<file path="config.mk">
export PLATFORM = sky130hd
export DESIGN_NAME = irq_prio_ctrl
export DESIGN_NICKNAME = d
export VERILOG_FILES = /design/src/rtl/irq_prio_pkg.sv /design/src/rtl/irq_pin_sync.sv /design/src/rtl/irq_pend_bank.sv /design/src/rtl/irq_prio_pick.sv /design/src/rtl/irq_prio_ctrl.sv
export SDC_FILE = /design/constraint.sdc
export NUM_CORES = 1
export LEC_CHECK = 0
export BUFFER_PORTS_ARGS = -buffer_cell sky130_fd_sc_hd__buf_2
export CAP_MARGIN = 20
export CORE_ASPECT_RATIO = 1.5
export CORE_MARGIN = 2
export CORE_UTILIZATION = 52
export DETAILED_ROUTE_END_ITERATION = 6
export PLACE_DENSITY = 0.79
export SETUP_SLACK_MARGIN = 0.5
export SKIP_CTS_REPAIR_TIMING = 1
export SLEW_MARGIN = 40
export SYNTH_ARGS = -nofsm -noshare
export SYNTH_HDL_FRONTEND = slang
export SYNTH_SLANG_ARGS = --single-unit
</file>
<file path="constraint.sdc">
create_clock -name clk -period 3.2 [get_ports clk]
set_input_delay 0.64 -clock clk [delete_from_list [all_inputs] [get_ports clk]]
set_output_delay 0.64 -clock clk [all_outputs]
set_load 0.05 [all_outputs]
</file>
<file path="src/rtl/irq_prio_pkg.sv">
package irq_prio_pkg;
  localparam int NSRC  = 11;
  localparam int NPIN  = 7;
  localparam int NPER  = 6;
  localparam int VEC_W = 14;
  localparam int NEDGE = 3;

  // source indices, ascending index = descending priority
  localparam int S_PWD  = 0;
  localparam int S_IRQ2 = 1;
  localparam int S_IL1  = 2;
  localparam int S_IL0  = 3;
  localparam int S_S0TX = 4;
  localparam int S_S0RX = 5;
  localparam int S_IRQE = 6;
  localparam int S_BDMA = 7;
  localparam int S_S1TX = 8;
  localparam int S_S1RX = 9;
  localparam int S_TMR  = 10;

  // pin positions
  localparam int P_PWD  = 0;
  localparam int P_IRQ2 = 1;
  localparam int P_IL1  = 2;
  localparam int P_IL0  = 3;
  localparam int P_IRQE = 4;
  localparam int P_IRQ1 = 5;
  localparam int P_IRQ0 = 6;

  function automatic logic [VEC_W-1:0] src_vector(input int unsigned i);
    if (i == 0) return VEC_W'(16'h002C);
    return VEC_W'(i * 4);
  endfunction
endpackage

</file>
<file path="src/rtl/irq_pin_sync.sv">
module irq_pin_sync #(
  parameter int N = 7
) (
  input  logic         clk,
  input  logic         rst_n,
  input  logic [N-1:0] pin_n,
  output logic [N-1:0] lvl_n,
  output logic [N-1:0] fall
);
  logic [N-1:0] s1_q, s2_q, s3_q;

  always_ff @(posedge clk or negedge rst_n) begin
    if (!rst_n) begin
      s1_q <= '1;
      s2_q <= '1;
      s3_q <= '1;
    end else begin
      s1_q <= pin_n;
      s2_q <= s1_q;
      s3_q <= s2_q;
    end
  end

  assign lvl_n = s2_q;
  assign fall  = s3_q & ~s2_q;
endmodule

</file>
<file path="src/rtl/irq_pend_bank.sv">
module irq_pend_bank #(
  parameter int N = 11
) (
  input  logic         clk,
  input  logic         rst_n,
  input  logic [N-1:0] lat,
  input  logic [N-1:0] set_ev,
  input  logic [N-1:0] clr_ev,
  input  logic [N-1:0] frc_set,
  input  logic [N-1:0] frc_clr,
  output logic [N-1:0] pend_q
);
  logic [N-1:0] pend_d;

  always_comb begin
    for (int i = 0; i < N; i++) begin
      pend_d[i] = pend_q[i];
      if (clr_ev[i] || frc_clr[i]) pend_d[i] = 1'b0;
      if (set_ev[i] || frc_set[i]) pend_d[i] = 1'b1;
      if (!lat[i])                 pend_d[i] = 1'b0;
    end
  end

  always_ff @(posedge clk or negedge rst_n) begin
    if (!rst_n) pend_q <= '0;
    else        pend_q <= pend_d;
  end
endmodule

</file>
<file path="src/rtl/irq_prio_pick.sv">
module irq_prio_pick #(
  parameter int N  = 11,
  parameter int IW = (N > 1) ? $clog2(N) : 1
) (
  input  logic [N-1:0]  req,
  output logic          hit,
  output logic [IW-1:0] idx
);
  always_comb begin
    hit = 1'b0;
    idx = '0;
    for (int i = N - 1; i >= 0; i--) begin
      if (req[i]) begin
        hit = 1'b1;
        idx = IW'(i);
      end
    end
  end
endmodule

</file>
<file path="src/rtl/irq_prio_ctrl.sv">
module irq_prio_ctrl
  import irq_prio_pkg::*;
#(
  parameter int NS = NSRC,
  parameter int VW = VEC_W
) (
  input  logic            clk,
  input  logic            rst_n,
  input  logic [NPIN-1:0] pin_n,
  input  logic [NPER-1:0] periph_req,
  input  logic [NEDGE-1:0] edge_sel,
  input  logic            s1_as_irq,
  input  logic            nest_en,
  input  logic            mask_we,
  input  logic [NS-1:0]   mask_wdata,
  input  logic [NS-1:0]   frc_set,
  input  logic [NS-1:0]   frc_clr,
  input  logic            ints_ena,
  input  logic            ints_dis,
  input  logic            irq_ack,
  input  logic            rti,
  output logic            irq_req,
  output logic [VW-1:0]   irq_vec
);
  localparam int IW = (NS > 1) ? $clog2(NS) : 1;

  logic [NPIN-1:0] pin_lvl_n, pin_fall;
  logic [NS-1:0]   lat, set_ev, lvl, clr_ev, pend_q, raw, cand, allow, elig;
  logic [NS-1:0]   mask_q, mask_d, isr_q, isr_d;
  logic            blk_q, glob_en_q, glob_en_d;
  logic            sel_hit, isr_hit, ack_hit;
  logic [IW-1:0]   sel_idx, isr_idx;

  irq_pin_sync #(.N(NPIN)) u_sync (
    .clk(clk), .rst_n(rst_n), .pin_n(pin_n), .lvl_n(pin_lvl_n), .fall(pin_fall)
  );

  // source classification: latched or level, and their events
  always_comb begin
    lat    = '0;
    set_ev = '0;
    lvl    = '0;
    lat[S_PWD]     = 1'b1;  set_ev[S_PWD]  = pin_fall[P_PWD];
    lat[S_IRQ2]    = edge_sel[0];
    set_ev[S_IRQ2] = pin_fall[P_IRQ2];
    lvl[S_IRQ2]    = ~pin_lvl_n[P_IRQ2];
    lvl[S_IL1]     = ~pin_lvl_n[P_IL1];
    lvl[S_IL0]     = ~pin_lvl_n[P_IL0];
    lat[S_S0TX]    = 1'b1;  set_ev[S_S0TX] = periph_req[0];
    lat[S_S0RX]    = 1'b1;  set_ev[S_S0RX] = periph_req[1];
    lat[S_IRQE]    = 1'b1;  set_ev[S_IRQE] = pin_fall[P_IRQE];
    lat[S_BDMA]    = 1'b1;  set_ev[S_BDMA] = periph_req[2];
    lat[S_TMR]     = 1'b1;  set_ev[S_TMR]  = periph_req[5];
    if (s1_as_irq) begin
      lat[S_S1TX]    = edge_sel[1];
      set_ev[S_S1TX] = pin_fall[P_IRQ1];
      lvl[S_S1TX]    = ~pin_lvl_n[P_IRQ1];
      lat[S_S1RX]    = edge_sel[2];
      set_ev[S_S1RX] = pin_fall[P_IRQ0];
      lvl[S_S1RX]    = ~pin_lvl_n[P_IRQ0];
    end else begin
      lat[S_S1TX]    = 1'b1;
      set_ev[S_S1TX] = periph_req[3];
      lat[S_S1RX]    = 1'b1;
      set_ev[S_S1RX] = periph_req[4];
    end
  end

  assign ack_hit = irq_ack & sel_hit;

  always_comb begin
    clr_ev = '0;
    if (ack_hit) clr_ev[sel_idx] = 1'b1;
  end

  irq_pend_bank #(.N(NS)) u_pend (
    .clk(clk), .rst_n(rst_n), .lat(lat), .set_ev(set_ev), .clr_ev(clr_ev),
    .frc_set(frc_set), .frc_clr(frc_clr), .pend_q(pend_q)
  );

  assign raw  = (lat & pend_q) | (~lat & lvl);
  assign cand = raw & {mask_q[NS-1:1], 1'b1} & {NS{glob_en_q & ~blk_q}};

  irq_prio_pick #(.N(NS)) u_isr_pick (.req(isr_q), .hit(isr_hit), .idx(isr_idx));

  always_comb begin
    for (int i = 0; i < NS; i++) begin
      if (nest_en) allow[i] = ~isr_hit | (i < int'(isr_idx));
      else         allow[i] = ~isr_hit;
    end
  end

  assign elig = cand & allow;

  irq_prio_pick #(.N(NS)) u_sel_pick (.req(elig), .hit(sel_hit), .idx(sel_idx));

  assign irq_req = sel_hit;
  assign irq_vec = sel_hit ? VW'(src_vector(int'(sel_idx))) : '0;

  // next state
  always_comb begin
    isr_d = isr_q;
    if (rti && isr_hit) isr_d[isr_idx] = 1'b0;
    if (ack_hit)        isr_d[sel_idx] = 1'b1;
    mask_d = mask_we ? mask_wdata : mask_q;
    glob_en_d = glob_en_q;
    if (ints_ena) glob_en_d = 1'b1;
    if (ints_dis) glob_en_d = 1'b0;
  end

  always_ff @(posedge clk or negedge rst_n) begin
    if (!rst_n) begin
      isr_q     <= '0;
      mask_q    <= '0;
      blk_q     <= 1'b0;
      glob_en_q <= 1'b1;
    end else begin
      isr_q     <= isr_d;
      mask_q    <= mask_d;
      blk_q     <= mask_we;
      glob_en_q <= glob_en_d;
    end
  end
endmodule

</file>
After elaboration in Yosys (flattened, before gate mapping)
Cells that the tools add are included.
- magnitude comparators: 15
- equality and inequality tests: 3
- muxes and demuxes: 92
- bitwise operators: 32
- reductions and logical operators: 29
- operator list (kind ; number):
    two-way mux 4 bit ; 22
    two-way mux 1 bit ; 59
    AND 11 bit ; 5
    two-way mux 14 bit ; 3
    two-way mux 11 bit ; 3
    inverter 11 bit ; 2
    bitwise OR 11 bit ; 2
    logical OR 1 bit ; 18
    less-than comparator 3 x 4 -> 1 bit, first input constant ; 4
    nonzero test 2 bit ; 7
    less-than comparator 4 bit, first input constant ; 3
    AND 11 x 10 -> 11 bit ; 1
    bitwise OR 1 bit ; 11
    less-than comparator 4 x 5 -> 1 bit, second input constant ; 2
    inequality test 3 x 1 -> 1 bit, second input constant ; 3
    demux 1 bit (select 4 bit) ; 2
    greater-or-equal comparator 4 x 1 -> 1 bit, second input constant ; 2
    less-than comparator 1 x 4 -> 1 bit, first input constant ; 2
    less-than comparator 2 x 4 -> 1 bit, first input constant ; 2
    AND 7 bit ; 1
    inverter 1 bit ; 7
    inverter 7 bit ; 1
    two-way mux 2 bit ; 3
    logical NOT 4 bit ; 1
    2 further kinds ; 5
- flip-flop bits (word level): 54
- input bits: 58
- output and inout port bits: 15
- logic and storage cells: 187

Longest topological paths before layout
Gate-level depths: netlist of run 1.
- depth in word-level cells: 35
- mapped depth: 10
- depth with buffers taken out: 8

Hierarchy
From an unflattened synthesis of run 1, not the netlist that was laid out.
- cell total of the unflattened synthesis: 263
- area, all modules: 2743.9 µm²
- modules (own cells, without submodules) (module ; instances ; cells each ; area each (µm²) ; seq. area each (µm²)):
    irq_prio_ctrl ; 1 ; 154 ; 1416.4 ; 576.8
    irq_pin_sync ; 1 ; 28 ; 648.1 ; 551.8
    irq_pend_bank ; 1 ; 43 ; 454.2 ; 275.3
    irq_prio_pick ; 2 ; 19 ; 112.6 ; 0.0

Least setup slack after synthesis of run 1
OpenSTA, ideal clock, no wires.
- path kind: register -> output
- start: register isr_q[4]
- end: output port irq_vec[3]
- arrival: 2509 ps
- data required time: 2560 ps
- slack: 51 ps
- stages on the path, launching flop included: 9
- path through: dfrtp_1 clkbuf_1 or4_1 o41ai_4 nand2_1 a21oi_2 nor2_1 a31o_2 nand2b_1
- cells in the longest elaborated chain, start to end: 24
- elaborated cells on any way between the ends: 71
- ends and longest elaborated chain (what ; line ; RTL):
    start, declared ; irq_prio_ctrl.sv:29 ; logic [NS-1:0] mask_q, mask_d, isr_q, isr_d;
    start signal, assigned ; irq_prio_ctrl.sv:118 ; isr_q <= isr_d;
    two-way mux 4 bit / two-way mux 1 bit (equally long branches) (5 in a row) ; irq_prio_pick.sv:13 ; if (req[i]) begin
    less-than comparator 4 bit / inverter 1 bit (equally long branches) ; irq_prio_ctrl.sv:88, irq_prio_ctrl.sv:89 ;
    bitwise OR 1 bit ; irq_prio_ctrl.sv:88 ; if (nest_en) allow[i] = ~isr_hit | (i < int'(isr_idx));
    two-way mux 1 bit ; irq_prio_ctrl.sv:88 ;
    AND 11 bit (*) ; irq_prio_ctrl.sv:93 ; assign elig = cand & allow;
    two-way mux 4 bit (11 in a row) ; irq_prio_pick.sv:13 ;
    logical NOT 4 bit ; irq_prio_pkg.sv:31 ; if (i == 0) return VEC_W'(16'h002C);
    two-way mux 1 bit ; irq_prio_pkg.sv:31 ;
    two-way mux 14 bit ; irq_prio_pkg.sv:32 ; return VEC_W'(i * 4);
    two-way mux 14 bit (*) ; irq_prio_ctrl.sv:98 ; assign irq_vec = sel_hit ? VW'(src_vector(int'(sel_idx))) : '0;
    end, declared ; irq_prio_ctrl.sv:23 ; output logic [VW-1:0] irq_vec
Every way passes the cells marked *; elsewhere a longest branch is shown, timed or not.

Final worst setup path of run 1
- start: register isr_q[6]
- end: output port irq_vec[2]
- cells in the longest elaborated chain, start to end: 26
- elaborated cells on any way between the ends: 75
- ends and longest elaborated chain (what ; line):
    two-way mux 4 bit / two-way mux 1 bit (equally long branches) (7 in a row) ; irq_prio_pick.sv:13
    less-than comparator 4 bit / inverter 1 bit (equally long branches) ; irq_prio_ctrl.sv:88, irq_prio_ctrl.sv:89
    bitwise OR 1 bit ; irq_prio_ctrl.sv:88
    two-way mux 1 bit ; irq_prio_ctrl.sv:88
    AND 11 bit (*) ; irq_prio_ctrl.sv:93
    two-way mux 4 bit (11 in a row) ; irq_prio_pick.sv:13
    logical NOT 4 bit ; irq_prio_pkg.sv:31
    two-way mux 1 bit ; irq_prio_pkg.sv:31
    two-way mux 14 bit ; irq_prio_pkg.sv:32
    two-way mux 14 bit (*) ; irq_prio_ctrl.sv:98
Marks and branches as above.

==> results of run 1 <==
## state kept, by name (all words and copies together), names as in the netlist
name	count
u_sync.s3_q	5
blk_q	1
isr_q	11
glob_en_q	1
u_pend.pend_q	9
u_sync.lvl_n	7
mask_q	10
u_sync.s1_q	7
## where the power goes
part	total, mW	internal [mW]	switching (mW)
logic	1.62	0.728	0.888
clock network	0.346	0.150	0.196
registers	0.824	0.729	0.0950
total	2.79	1.61	1.18
## final cells by class
| class | instances | area (um2) | area share (%) |
|---|---|---|---|
| multi-input cells | 194 | 1590 | 42.1 |
| flip-flops and latches | 51 | 1310 | 34.6 |
| repair buffers | 97 | 676 | 17.9 |
| well taps | 66 | 82.6 | 2.19 |
| clock buffers | 6 | 72.6 | 1.92 |
| inverters | 11 | 41.3 | 1.09 |
| clock inverters | 1 | 7.51 | 0.199 |
## layer usage
| layer | global-route usage, % | vias to the layer above | share of wire (%) |
|---|---|---|---|
| met2 | 39.9 | 99 | 54 |
| met4 | 12.4 | 0 | 4.6 |
| met1 | 25.4 | 1190 | 36 |
| met5 | 0 | - | 0 |
| li1 | - | 1126 | - |
| met3 | 4.09 | 29 | 5.3 |
## cells in the mapped netlist (2+ instances only)
cell type	count
a211oi_1	4
a21o_1	4
a21oi_1	10
a221oi_1	2
a311o_1	3
a31oi_1	2
and2_1	2
buf_4	10
clkbuf_1	2
dfrtp_1	31
dfstp_2	20
inv_1	11
mux2_2	10
nand2_1	24
nand2b_1	12
nand3_1	6
nand3b_1	5
nor2_1	19
nor2b_1	6
nor3_1	9
nor3b_1	2
nor4_1	2
nor4_2	2
o21a_1	2
o21ai_0	22
o21bai_1	2
o2bb2ai_1	2
o31a_1	2
o31ai_1	2
or2_2	2
or3_1	3
or4_1	3
## cell usage in the layout (no fill, tap or decap), types with 4 or more instances in the layout
cell / netlist / layout
dfrtp_1: 31 / 27
o21ai_0: 22 / 15
nand2_2: 0 / 6
nor3_1: 9 / 6
nand3b_1: 5 / 5
nand2b_1: 12 / 9
a211oi_2: 1 / 4
buf_2: 0 / 51
inv_1: 11 / 11
nor2_1: 19 / 14
nand2_1: 24 / 18
o21ai_1: 0 / 5
buf_4: 10 / 29
nor2b_1: 6 / 5
clkbuf_8: 0 / 5
mux2_2: 10 / 10
conb_1: 1 / 10
dfstp_2: 20 / 20
a21oi_1: 10 / 9
or4_4: 1 / 4
buf_6: 1 / 14
dfrtp_2: 0 / 4
## stage by stage
| stage | util, % | total power [mW] |
|---|---|---|
| after floorplan | - | 1.58 |
| after global placement | 65.0 | 1.91 |
| after detailed placement | 65.0 | 1.93 |
| after CTS | 66.7 | 2.28 |
| after global routing | 77.9 | 2.92 |
| final | 77.9 | 2.79 |
## cell families (layout without fill, tap and decap cells)
logic type / after synthesis / after routing
AO/OA/AOI/OAI: 70 / 70
other: 1 / 10
buffers and inverters: 24 / 115
AND/OR/NAND/NOR: 104 / 104
multiplexers: 10 / 10
flip-flops: 51 / 51
## worst paths after layout
path                                     to
min in group clk            u_sync.lvl_n[2]
hold reg to reg             u_sync.lvl_n[2]
setup reg to reg           u_pend.pend_q[1]
hold / removal                    mask_q[1]
max in group asynchronous   u_sync.lvl_n[5]
setup / recovery                 irq_vec[2]
==> results_dict.tcl, run 1 <==
set metrics [dict create \
    status "finished with violations" \
    violations "negative setup slack" \
    worstPathArrival_ps 2690 \
    drtPass1Iterations 4 \
    worstSkewPairLatency_ps 300 \
    required_ps 2560 \
    grt_pass1_vias 2213 \
    vdd_ir_drop_max_mv 0.905 \
    first_iter_violations 88 \
    worstSetupEndpointType "primary output" \
    finalSetupViolCount 5 \
    grt.overflow.total 0 \
    wirelength_um 7270 \
    hpwl_um 5000 \
    reg2reg_slack_ps 170 \
    htreeDepth 2 \
    ys_warn_count 0 \
    crit_start "isr_q[6]" \
    numClockSinks 51 \
    fp.dieW_um 62.2 \
    final_nets 418 \
    ios 73 \
    cts_tree "done" \
    path_class "flip-flop to primary output" \
    die_y_um 91.4 \
    startpoint_type "flip-flop" \
    fin_worst_skew_ps 10.8 \
    leakage_nw 1.65 \
    ys.flop_type "dfrtp_1" \
    avgViaCountPerCell 5.74 \
    instances_no_fill 426 \
    drc_errors 0 \
    synth_top_family_by_area "simple AND/OR/NAND/NOR gates" \
    crit_family "compound AO/OA/AOI/OAI gates" \
    syn2layout_area_growth_pct 42.7 \
    cts_buffers 5 \
    syn-instance-count 260 \
    cap_violations 0 \
    fill_cells 320 \
    dieArea_um2 5690 \
    grt_first_pass_wirelength_um 10100 \
    synth_edf_count 0 \
    hp-class "primary input to asynchronous set/reset pin" \
    synthMuxAreaShare_pct 4.26 \
    async_reset_ff_share_pct 100 \
    start_util_pct 54.6 \
    tightestPinTransition_ps 577 \
    grt_max_degree 49 \
    slew-limit-headroom_pct 61.5 \
    fmax_ghz 0.301 \
    port-buffer-count 57 \
    r2r_cells 11 \
    synth_top_area_cell "dfrtp_1" \
    synth-xor-area-share_pct 0 \
    slew_viol_final 0 \
    path_cells "buf_6 > nor4_4 > nand3_2 > a211oi_2 > a221oi_2 > a211o_1 > a21o_1 > nand2b_4 > buf_4" \
    synth.avg_cell_area_um2 10.2 \
    period_needed_ps 3330 \
    hold_viol 0 \
    antenna_found_initial 0 \
    clk_pin_slew_ps 90 \
    synth_fa_ha_area_share_pct 0 \
    critPathMaxStageDelay_ps 420 \
    synth_top_area_share_pct 29.3 \
    yosysUniqueCellTypes 54 \
    dpl.cell_count 400 \
    num_vias 2444 \
    core_um2 4850 \
    ys_seq_elements 51 \
    worst-path-max-fanout 4 \
    grt_usage_pct 22.6 \
    regToRegStartpoint "isr_q[6]" \
    timing.final.crit_share_pct 104 \
    cp.depth 9 \
    post_dp_cell_area_um2 3150 \
    synth_compound_area_share_pct 19.9 \
    mappedNetlistArea_um2 2650 \
    routedWlPerCell_um 17.1 \
    rows 31 \
    hold_ws_ps 335 \
    synth-simple-area-share_pct 21.5 \
    setup_ws_ps -128 \
    num_antenna_cells 0 \
    slowest_stage "dfrtp_1" \
    p_per_area_nw_per_um2 738 \
    design_area_um2 3780 \
    tns_ps -395 \
    root_buffer "clkbuf_8" \
    final_antenna_net_count 0 \
    drive_gt1_share_pct 55.0 \
    gp_congestion 0.941 \
    clk_path_buf_depth 2 \
    synthTopCellsByArea "dfrtp_1 29%, dfstp_2 20%, mux2_2 4.3%, o21ai_0 4.2%, nand2_1 3.4%" \
    ys_seq_area_share_pct 49.2 \
    pre_cts_slack_ps 52.8 \
    cp_num_buf_inv 2 \
    rsz0062_at_grt "true" \
]
Power figures use the tool's default switching activity.
==> run 2, diff against run 1 <==
Settings changed: CORE_UTILIZATION 52 to 40, PLACE_DENSITY 0.79 to default.
==> run 2 against run 1 <==
  * The run still ends with negative setup slack left
  * Sequential share of layout area is 1.7 points higher
  * Wire length decreased by 7.1%
  * Combinational power fell by 10%
  * Via count is 5.0% lower
  * Maximum frequency is 0.10% lower
  * Die area is 28% higher
  * Critical path type unchanged
==> results_dict.tcl, run 2 (same netlist as run 1, synthesis figures left out) <==
set metrics [dict create \
    die_y_um 104 \
    num_antenna_cells 0 \
    syn2layout_area_growth_pct 36.3 \
    rsz0062_at_grt "true" \
    hp-class "primary input to asynchronous set/reset pin" \
    grt_first_pass_wirelength_um 10700 \
    crit_start "isr_q[6]" \
    multi_input_area_um2 1500 \
    timing.final.crit_share_pct 104 \
    worstPathArrival_ps 2690 \
    vdd_ir_drop_max_mv 0.461 \
    routed.top_layer "met4" \
    slew_viol_final 0 \
    final_cell_mix "51 x buf_2, 26 x dfrtp_1, 24 x buf_4" \
    clk_path_buf_depth 2 \
    antenna_found_initial 0 \
    met3_wirelength_um 228 \
    r2r_end "u_pend.pend_q[5]" \
    reg2reg_slack_ps 250 \
    tns_ps -205 \
    startpoint_type "flip-flop" \
    register_area_um2 1310 \
    finalSetupViolCount 3 \
    num_vias 2323 \
    start_util_pct 41.1 \
    grt_pass1_vias 2316 \
    routed-wl-met2_um 3700 \
    fmax_ghz 0.300 \
    worstSkewPairLatency_ps 310 \
    required_ps 2560 \
    path_class "flip-flop to primary output" \
    hpwl_um 5200 \
    tightestPinTransition_ps 573 \
    grt_usage_pct 18.6 \
    leakage_nw 1.58 \
    p_per_area_nw_per_um2 743 \
    fin_worst_skew_ps 14.1 \
    regToRegStartpoint "isr_q[7]" \
    status "finished with violations" \
    top_register "isr_q" \
    final_antenna_net_count 0 \
    wl_met1_um 2580 \
    setup_ws_ps -131 \
    dieArea_um2 7300 \
    root_buffer "clkbuf_8" \
    fin_util_pct 56.0 \
    numClockSinks 51 \
    violations "negative setup slack" \
    rows 36 \
    largest_reg_flops 11 \
    final_nets 407 \
    wirelength_um 6750 \
    period_needed_ps 3330 \
    gp_congestion 0.873 \
    fp.dieW_um 70.4 \
    core_um2 6440 \
    grt_max_degree 49 \
    grt.overflow.total 0 \
    port-buffer-count 57 \
    drive_gt1_share_pct 50.9 \
    ios 73 \
    final_common_cell "buf_2" \
    worst-path-max-fanout 6 \
    largestRegisters "isr_q (11), mask_q (10), u_pend.pend_q (9)" \
    avgViaCountPerCell 5.45 \
    drc_errors 0 \
    fill_cells 611 \
    routedWlPerCell_um 15.8 \
    drtPass1Iterations 4 \
    first_iter_violations 99 \
    htreeDepth 2 \
    r2r_cells 10 \
    slew-limit-headroom_pct 61.8 \
    cts_buffers 5 \
    hold_viol 0 \
    worstSetupEndpointType "primary output" \
    cap_violations 0 \
    cts_tree "done" \
    crit_end "irq_req" \
    clk_pin_slew_ps 100 \
]
-- run 2: changes by cell type in the layout (fill, tap and decap cells not counted), moves of 4 or more --
| cell | previous run | this run |
|---|---|---|
| nand2_2 | 6 | 2 |
| nand2_1 | 18 | 22 |
| buf_4 | 29 | 24 |
| o21ai_0 | 15 | 19 |
| buf_6 | 14 | 9 |
-- run 2: area by class of cell --
type                    count  share of cell area, %
flip-flops and latches     51                   36.2
multi-input cells         194                   41.4
inverters                  11                   1.14
well taps                  76                   2.64
clock buffers               8                   2.81
repair buffers             86                   15.7
-- run 2: worst min-delay path by stage --
stage / start / endpoint / cells past startpoint / slack (ps)
global route: u_sync.s1_q[4] / u_sync.lvl_n[4] / 0 / 360
floorplan: rst_n / blk_q / 0 / 340
CTS: rst_n / mask_q[2] / 1 / 350
detailed placement: u_sync.s1_q[3] / u_sync.lvl_n[3] / 0 / 350
finish: rst_n / u_pend.pend_q[0] / 1 / 320
global placement: u_sync.s1_q[2] / u_sync.lvl_n[2] / 0 / 350
-- run 2: where the power goes --
| part | internal, mW | switching (mW) | total [mW] |
|---|---|---|---|
| Combinational | 0.629 | 0.826 | 1.45 |
| Clock | 0.203 | 0.208 | 0.410 |
| Sequential | 0.731 | 0.0848 | 0.815 |
-- run 2: routing by layer --
layer,track usage [%],vias up
met5,0,-
met4,9.34,0
li1,-,1098
met1,20.9,1144
met3,3.11,19
met2,33.2,62
-- run 2: metrics by stage --
| stage | setup WS, ps | total power, mW | hold WS (ps) | cell area [um2] | instances |
|---|---|---|---|---|---|
| 4_1_cts | -245 | 2.37 | 355 | 3270 | 419 |
| 3_3_place_gp | 102 | 1.95 | 346 | 3170 | 411 |
| 2_1_floorplan | 259 | 1.58 | 344 | 2720 | 269 |
| 5_1_grt | -217 | 2.83 | 363 | 3610 | 426 |
| 6_report | -131 | 2.68 | 319 | 3610 | 426 |
| 3_5_place_dp | 89.5 | 1.96 | 347 | 3170 | 411 |
-- run 2: critical path: stages, from the launching register on --
cell and delay (ps):
dfrtp_2 450, or4_4 550, o221ai_4 210, buf_6 150
nand2_2 50, o2bb2ai_1 120, o21a_1 180, or4_4 500
buf_8 170
==> run 3, diff against run 2 <==
Settings changed: PLACE_DENSITY from default to 0.66, TNS_END_PERCENT from default to 1.
Clock period 3.2 ns to 2.65 ns, I/O delays scaled along.
==> run 3 against run 2 <==
  * The flow still finishes with violations (negative setup slack)
  * Clock skew shrank 1.7 ps
  * Critical path depth is the same
  * Sequential cell count is the same
  * Worst hold slack lost 13 ps
  * Die area is the same
  * Global-route usage grew 1.3 points
  * Non-clock buffer count grew 31
  * Setup slack lost 510 ps
  * Count of clock-buffer cells in the layout shrank 2
  * Via count grew 1.6%
  * Critical endpoint unchanged
  * Largest cell class unchanged
==> results_dict.tcl, run 3 (same netlist as run 1, synthesis figures left out) <==
set metrics [dict create \
    cts_tree "done" \
    worstPathArrival_ps 2760 \
    dieArea_um2 7300 \
    numClockSinks 51 \
    drive_gt1_share_pct 49.2 \
    worstSetupEndpointType "primary output" \
    fin_worst_skew_ps 12.4 \
    top_register "isr_q" \
    hp-class "primary input to asynchronous set/reset pin" \
    p_per_area_nw_per_um2 892 \
    grt_first_pass_wirelength_um 11400 \
    regToRegStartpoint "isr_q[7]" \
    fill_cells 587 \
    vdd_ir_drop_max_mv 0.454 \
    num_antenna_cells 0 \
    power_mw 3.26 \
    htreeDepth 2 \
    final_antenna_net_count 0 \
    grt_max_degree 52 \
    violations "negative setup slack" \
    cap_violations 0 \
    antenna_found_initial 0 \
    clk_path_buf_depth 2 \
    routedWlPerCell_um 15.2 \
    syn2layout_area_growth_pct 38.0 \
    tightestPinTransition_ps 608 \
    drc_errors 0 \
    final_cell_mix "59 x buf_4, 54 x buf_2, 30 x dfrtp_1" \
    gp_congestion 0.892 \
    ios 73 \
    r2r_cells 10 \
    rows 36 \
    period_needed_ps 3290 \
    worstSkewPairLatency_ps 320 \
    largest_reg_flops 11 \
    final_common_cell "buf_4" \
    cts_buffers 5 \
    wirelength_um 6920 \
    worst-path-max-fanout 6 \
    start_util_pct 41.1 \
    final_nets 438 \
    multi_input_area_um2 1380 \
    grt_usage_pct 19.9 \
    avgViaCountPerCell 5.18 \
    core_um2 6440 \
    slew_viol_final 0 \
    design_area_um2 3650 \
    reg2reg_slack_ps -340 \
    leakage_nw 1.69 \
    required_ps 2120 \
    port-buffer-count 57 \
    largestRegisters "isr_q (11), mask_q (10), u_pend.pend_q (9)" \
    status "finished with violations" \
    fmax_ghz 0.304 \
    path_class "flip-flop to primary output" \
    r2r_end "u_pend.pend_q[10]" \
    post_dp_cell_area_um2 3430 \
    drtPass1Iterations 4 \
    rsz0062_at_grt "true" \
    root_buffer "clkbuf_8" \
    clk_pin_slew_ps 90 \
    grt.overflow.total 0 \
    timing.final.crit_share_pct 124 \
    hpwl_um 5670 \
    die_y_um 104 \
    setup_ws_ps -637 \
    first_iter_violations 70 \
    finalSetupViolCount 21 \
    hold_viol 0 \
    fp.dieW_um 70.4 \
    slew-limit-headroom_pct 59.4 \
    num_vias 2361 \
    grt_pass1_vias 2482 \
    startpoint_type "flip-flop" \
    register_area_um2 1300 \
]
[run 3: layout make-up]
type	count	share of cell area, %
tap	76	2.60
clock inverter	1	0.206
sequential	51	35.7
multi-input combinational	194	37.7
timing repair buffer	117	20.7
inverter	11	1.13
clock buffer	6	1.99
[run 3: worst max-delay path, cell delays in order, from the launching register on]
cell and delay (ps):
dfrtp_2 460, or4_4 540, o221ai_4 210, buf_6 150, nand2_1 50, o2bb2ai_1 120
o21a_1 190, or4_4 550, buf_6 170
[run 3: power breakdown]
part | switching, mW | internal [mW]
sequential | 0.0906 | 0.878
clock | 0.242 | 0.181
combinational | 0.982 | 0.883
[run 3: worst max-delay path by stage]
stage / start / endpoint / slack, ps / cells past startpoint
global placement: isr_q[7] / u_pend.pend_q[10] / -380 / 9
CTS: isr_q[7] / irq_req / -740 / 7
global route: isr_q[7] / irq_req / -710 / 8
floorplan: isr_q[6] / irq_req / -180 / 7
finish: isr_q[7] / irq_req / -640 / 8
detailed placement: isr_q[7] / u_pend.pend_q[10] / -410 / 9
[run 3: routing by layer]
layer  routed length, um  track usage, %  up-vias
met5                   0               0        -
met2                3840            36.8       51
met4                 257            10.7        0
met1                2560            20.5     1135
met3                 260            3.79       16
li1                    -               -     1159
[run 3: per-stage QoR]
step	setup slack [ps]	setup TNS (ps)	hold WS [ps]	util, %	std cells
2_1_floorplan	-181	-800	234	-	269
3_3_place_gp	-377	-4920	345	53.3	448
3_5_place_dp	-413	-5710	348	53.3	448
4_1_cts	-740	-7820	307	54.5	455
5_1_grt	-713	-8260	298	56.7	456
6_report	-637	-5390	306	56.7	456
